===== config.mk =====
export PLATFORM = sky130hd
export DESIGN_NAME = mbv_engine
export DESIGN_NICKNAME = d
export VERILOG_FILES = /design/src/rtl/mbv_pkg.sv /design/src/rtl/mbv_path.sv /design/src/rtl/mbv_hash_step.sv /design/src/rtl/mbv_engine.sv
export SDC_FILE = /design/constraint.sdc
export NUM_CORES = 1
export LEC_CHECK = 0
export BUFFER_PORTS_ARGS = -buffer_cell sky130_fd_sc_hd__buf_4
export CORE_ASPECT_RATIO = 0.6
export CORE_MARGIN = 2
export CORE_UTILIZATION = 40
export DETAILED_ROUTE_END_ITERATION = 8
export GPL_TIMING_DRIVEN = 0
export PLACE_DENSITY = 0.57
export SETUP_SLACK_MARGIN = 0.02
export SKIP_CTS_REPAIR_TIMING = 1
export SLEW_MARGIN = 40
export SYNTH_ARGS = -nofsm -noshare
export SYNTH_HDL_FRONTEND = slang
export SYNTH_HIERARCHICAL = 1
export SYNTH_SLANG_ARGS = --single-unit

===== constraint.sdc =====
create_clock -name clk -period 6.7 [get_ports clk]
set_input_delay 1.34 -clock clk [delete_from_list [all_inputs] [get_ports clk]]
set_output_delay 1.34 -clock clk [all_outputs]
set_load 0.05 [all_outputs]

===== src/rtl/mbv_pkg.sv =====
package mbv_pkg;

  localparam int HW = 32;

  typedef enum logic [2:0] {
    S_IDLE,
    S_RREQ,
    S_RWAIT,
    S_CHECK,
    S_WR,
    S_FIN
  } mbv_state_t;

  // Placeholder two-input mixer; a = left input, b = right input.
  function automatic logic [HW-1:0] mix32(input logic [HW-1:0] a, input logic [HW-1:0] b);
    logic [HW-1:0] t;
    t = {a[26:0], a[31:27]} + b;
    return t ^ {t[18:0], t[31:19]} ^ a ^ 32'h9E37_79B9;
  endfunction

endpackage


===== src/rtl/mbv_path.sv =====
// Computes the node indices on the branch from a leaf up to a child of the root.
module mbv_path #(
  parameter int LEVELS = 3,
  parameter int IW     = LEVELS + 1
) (
  input  logic [LEVELS-1:0]         leaf,
  output logic [LEVELS-1:0][IW-1:0] node
);
  localparam logic [IW-1:0] FIRST_LEAF = IW'((1 << LEVELS) - 2);

  assign node[0] = FIRST_LEAF + IW'(leaf);

  for (genvar i = 0; i < LEVELS - 1; i++) begin : g_up
    assign node[i+1] = (node[i] >> 1) - IW'(1);
  end
endmodule


===== src/rtl/mbv_hash_step.sv =====
// One level of recomputation: orders the running value and sibling, then mixes.
module mbv_hash_step (
  input  logic [31:0] cur,
  input  logic [31:0] sib,
  input  logic        cur_is_right,
  output logic [31:0] nxt
);
  import mbv_pkg::*;

  always_comb begin
    if (cur_is_right) nxt = mix32(sib, cur);
    else              nxt = mix32(cur, sib);
  end
endmodule


===== src/rtl/mbv_engine.sv =====
module mbv_engine #(
  parameter int          LEVELS = 3,
  parameter int          AW     = 32,
  parameter logic [31:0] BASE   = 32'h0000_1000
) (
  input  logic              clk,
  input  logic              rst_n,
  input  logic              start,
  input  logic              wr_mode,
  input  logic [LEVELS-1:0] leaf_pos,
  input  logic [31:0]       leaf_new,
  input  logic              root_load,
  input  logic [31:0]       root_in,
  output logic              busy,
  output logic              done,
  output logic              pass,
  output logic              mreq_valid,
  input  logic              mreq_ready,
  output logic              mreq_we,
  output logic [AW-1:0]     mreq_addr,
  output logic [31:0]       mreq_wdata,
  input  logic              mrsp_valid,
  input  logic [31:0]       mrsp_data
);
  import mbv_pkg::*;

  localparam int IW = LEVELS + 1;
  localparam int CW = $clog2(LEVELS + 1);

  mbv_state_t        state;
  logic [CW-1:0]     cnt;
  logic [CW-1:0]     lvl;
  logic [LEVELS-1:0] leaf_q;
  logic              wr_q;
  logic [31:0]       cur_q;
  logic [31:0]       root_q;
  logic              pass_q;
  logic [31:0]       nval_q [0:LEVELS];

  logic [LEVELS-1:0][IW-1:0] path;
  logic [IW-1:0]             node_sel;
  logic [31:0]               h_old, h_new;
  logic                      root_match;

  mbv_path #(.LEVELS(LEVELS), .IW(IW)) u_path (
    .leaf (leaf_q),
    .node (path)
  );

  always_comb begin
    lvl = (cnt == '0) ? '0 : cnt - CW'(1);
  end

  mbv_hash_step u_old (
    .cur          (cur_q),
    .sib          (mrsp_data),
    .cur_is_right (path[lvl][0]),
    .nxt          (h_old)
  );

  mbv_hash_step u_new (
    .cur          (nval_q[lvl]),
    .sib          (mrsp_data),
    .cur_is_right (path[lvl][0]),
    .nxt          (h_new)
  );

  always_comb begin
    if (state == S_WR)   node_sel = path[cnt];
    else if (cnt == '0)  node_sel = path[0];
    else                 node_sel = path[lvl] ^ IW'(1);
  end

  assign root_match = (cur_q == root_q);
  assign busy       = (state != S_IDLE);
  assign done       = (state == S_FIN);
  assign pass       = pass_q;
  assign mreq_valid = (state == S_RREQ) || (state == S_WR);
  assign mreq_we    = (state == S_WR);
  assign mreq_addr  = BASE + (AW'(node_sel) << 2);
  assign mreq_wdata = (state == S_WR) ? nval_q[cnt] : '0;

  always_ff @(posedge clk) begin
    if (!rst_n) begin
      state  <= S_IDLE;
      cnt    <= '0;
      leaf_q <= '0;
      wr_q   <= 1'b0;
      cur_q  <= '0;
      root_q <= '0;
      pass_q <= 1'b0;
      for (int i = 0; i <= LEVELS; i++) nval_q[i] <= '0;
    end else begin
      unique case (state)
        S_IDLE: begin
          if (root_load) root_q <= root_in;
          if (start) begin
            leaf_q    <= leaf_pos;
            wr_q      <= wr_mode;
            nval_q[0] <= leaf_new;
            pass_q    <= 1'b0;
            cnt       <= '0;
            state     <= S_RREQ;
          end
        end
        S_RREQ: if (mreq_ready) state <= S_RWAIT;
        S_RWAIT: begin
          if (mrsp_valid) begin
            if (cnt == '0) begin
              cur_q <= mrsp_data;
            end else begin
              cur_q       <= h_old;
              nval_q[cnt] <= h_new;
            end
            if (cnt == CW'(LEVELS)) begin
              state <= S_CHECK;
            end else begin
              cnt   <= cnt + CW'(1);
              state <= S_RREQ;
            end
          end
        end
        S_CHECK: begin
          pass_q <= root_match;
          if (wr_q && root_match) begin
            cnt   <= '0;
            state <= S_WR;
          end else begin
            state <= S_FIN;
          end
        end
        S_WR: begin
          if (mreq_ready) begin
            if (cnt == CW'(LEVELS - 1)) state <= S_FIN;
            else                        cnt   <= cnt + CW'(1);
          end
        end
        S_FIN: begin
          if (wr_q && pass_q) root_q <= nval_q[LEVELS];
          state <= S_IDLE;
        end
        default: state <= S_IDLE;
      endcase
    end
  end

  // a stalled request is held unchanged
  p_req_hold_r7: assert property (@(posedge clk) disable iff (!rst_n)
    (mreq_valid && !mreq_ready) |=> (mreq_valid && $stable(mreq_addr) &&
                                     $stable(mreq_we) && $stable(mreq_wdata)));

  // done only occurs while busy
  p_done_busy_r8: assert property (@(posedge clk) disable iff (!rst_n)
    done |-> busy);

  // a start in idle makes the engine busy on the next cycle
  p_start_busy_r8: assert property (@(posedge clk) disable iff (!rst_n)
    (!busy && start) |=> busy);

  // the root register does not move during a command except at its end
  p_root_frozen_r9: assert property (@(posedge clk) disable iff (!rst_n)
    (busy && !done) |=> $stable(root_q));

  // no write is issued unless the old branch matched
  p_no_write_on_fail_r6: assert property (@(posedge clk) disable iff (!rst_n)
    (mreq_valid && mreq_we) |-> pass_q);

  // done lasts a single cycle
  p_done_pulse_r4: assert property (@(posedge clk) disable iff (!rst_n)
    done |=> !done);

endmodule


==> metrics.yaml <==
die_area_um2: 53200
vias: 18700
overflow: 0
io_buffers: 145
hp-class: "reg -> reg"
cp-start-kind: "flop"
clockBufferDepth: 3
crit_slowest_cell: "mux4_2"
drt_iter0_drc: 3091
clk_latency_ps: 540
viasPerCell: 6.10
clkTransAtPathRegs_ps: 60
p_per_area_nw_per_um2: 228
initial_core_util_pct: 40.4
cts_tree: "yes"
antenna_found_initial: 4
hp-start: "leaf_q[2]$_SDFFE_PN0N_"
track_usage_pct: 31.8
numCtsBuffers: 22
hold-worst-slack_ps: 516
synth.top_cell.area_share_pct: 18.7
vdd_drop_max_mv: 0.193
fin_crit_ps: 6500
grt_pass1_vias: 17200
hold_violations: 0
leakagePower_nw: 9.78
drc: 0
ys_warn_count: 6
crit_path_cell_trace: "clkinvlp_4 -> ha_1 -> clkbuf_2 -> buf_2 -> mux4_2 -> ha_1 -> a21oi_1 -> a2111oi_1 -> o21ai_1 -> o211ai_1 -> a311oi_2 -> nor2_1 -> a41oi_1 -> xnor2_1 -> xnor2_1 -> mux2i_1 -> a22oi_1 -> nor2_1"
gp_congestion: 1.10
cts_root_buffer: "clkbuf_16"
synth.distinct_cells: 88
slowest_delay_ps: 600
ios: 175
dp_hpwl_um: 69000
die_h_um: 179
synth_seq_cells: 204
syn2layout_area_growth_pct: 14.3
ctsHtreeMaxLevel: 1
nFillCells: 4913
arrival_ps: 6760
synth.area.top_cells: "edfxtp_1 (19%), xnor2_1 (13%), ha_1 (8.0%)"
status: "finished, final reports clean"
ys_seq_area_share_pct: 26.1
crit_path_start: "cnt[0]$_SDFFE_PN0P_"
cp_max_fo: 11
drv_cap: 0
synth_edf_count: 128
drt_wl_total_um: 87300
drive_gt1_share_pct: 17.2
dieWidth_um: 296
layout.nets: 2604
ys.flop_type: "edfxtp_1"
finalCritPeriodShare_pct: 97.0
core_area_um2: 50800
synth_area_leader_cell: "edfxtp_1"
finalSetupViolations: 0
synth_area_um2: 20500
skew_ps: 13.7
max-slew-margin-rel_pct: 41.3
cp.required_ps: 6970
clock.fmax_mhz: 154
synth_cells: 2165
routedWlPerCell_um: 28.4
drv_slew: 0
dr.pass1.iters: 6
rr_startpoint: "cnt[0]$_SDFFE_PN0P_"
worstSetupEndpointType: "flop"
tightestPinTransition_ps: 880
avgSynthCellArea_um2: 9.48
grt_max_degree: 33
row_count: 64
fin_tns_setup_ps: 0
worstSetupPathType: "reg -> reg"
antenna_left: 0
async_flop_share_pct: 0
cts_sinks: 204
grt_pass1_wl_um: 123000
==> metrics by stage <==
step	area (um^2)	total power [mW]	setup WS (ps)	util, %	cells
after floorplan	20600	3.13	1800	-	2191
after global placement	22600	3.87	-53.1	44.4	3029
final	23500	5.34	204	46.1	3074
after detailed placement	22700	3.89	-110	44.6	3031
after global routing	23500	5.49	-26.0	46.1	3073
after CTS	23400	5.22	-133	46.1	3071
==> cells in the final DEF (no fill, tap or decap), types with 22 or more instances in the layout <==
master and n:
edfxtp_1 128, xnor2_1 305, a21oi_1 117, nor2_1 240
buf_2 24, conb_1 28, mux4_2 64, buf_4 177
o21ai_0 45, mux2i_1 94, mux2_2 38, and2_1 39
ha_1 132, nand2_1 93, clkbuf_16 22, clkbuf_1 56
nand3_1 28, xor2_1 105, a211oi_1 37, inv_1 71
a21o_1 62, o21ai_1 29, dfxtp_1 76, a22oi_1 33
==> sequential cells by signal, indices dropped and copies added, names as in the netlist, named ones only <==
name,cells
nval_q,128
cur_q,32
root_q,32
leaf_q,3
state,3
cnt,2
pass,1
wr_q,1
==> path summary, 6_finish.rpt <==
path | end | slack, ps | cells past startpoint
hold / removal | leaf_q[2]$_SDFFE_PN0N_ | 520 | 2
setup reg to reg | nval_q[0][29]$_SDFFCE_PN0P_ | 200 | 18
setup / recovery | nval_q[0][29]$_SDFFCE_PN0P_ | 200 | 18
hold reg to reg | leaf_q[2]$_SDFFE_PN0N_ | 520 | 2
==> cells in the mapped netlist (46+ instances only) <==
cell / n
nor2_1: 240
inv_1: 71
a21o_1: 62
edfxtp_1: 128
mux2i_1: 94
clkbuf_1: 53
xnor2_1: 306
nand2_1: 97
xor2_1: 105
o21ai_0: 46
a21oi_1: 117
dfxtp_1: 76
ha_1: 132
mux4_2: 64
==> where the power goes <==
part,leakage (nW),internal [mW],switching (mW)
Sequential,1.95,1.42,0.0964
Clock,0.365,0.784,0.551
Combinational,7.47,0.938,1.55
Total,9.78,3.14,2.20
==> critical path: cells and delay by family (launching register included) <==
| family | cells | cell delay, ps |
|---|---|---|
| AND/OR/NAND/NOR | 2 | 320 |
| multiplexers | 2 | 780 |
| AO/OA/AOI/OAI | 7 | 2220 |
| buffers and inverters | 3 | 880 |
| XOR/XNOR | 2 | 790 |
| flip-flops | 1 | 510 |
| adder cells (fa/ha/maj) | 2 | 720 |
==> layout make-up <==
type | count | area [um^2] | share of cell area, %
clock inverter | 10 | 160 | 0.683
inverter | 73 | 278 | 1.18
clock buffer | 30 | 601 | 2.56
timing repair buffer | 147 | 1140 | 4.84
buffer | 125 | 623 | 2.66
sequential | 204 | 5370 | 22.9
multi-input combinational | 1789 | 14400 | 61.5
tap | 693 | 867 | 3.70
antenna | 3 | 7.51 | 0.0320
==> cells by family (layout without fill, tap and decap cells) <==
logic type | after synthesis | count (layout) | share of synthesized area, %
xor+xnor | 413 | 413 | 17.7
mux | 200 | 200 | 14.0
compound gates | 473 | 473 | 16.6
fa+ha+maj | 136 | 136 | 8.44
flops | 204 | 204 | 26.1
other cells | 2 | 31 | 0.0366
simple gates | 539 | 539 | 12.8
buf+inv | 198 | 385 | 4.35
==> per-layer routing <==
metal | vias to the layer above | global-route usage (%) | share of wire (%)
met2 | 1281 | 40.7 | 38
met5 | - | 0 | 0
li1 | 8211 | - | -
met1 | 9115 | 50.3 | 46
met4 | 0 | 6.63 | 2.5
met3 | 130 | 10.6 | 14
Power figures use the tool's default switching activity.
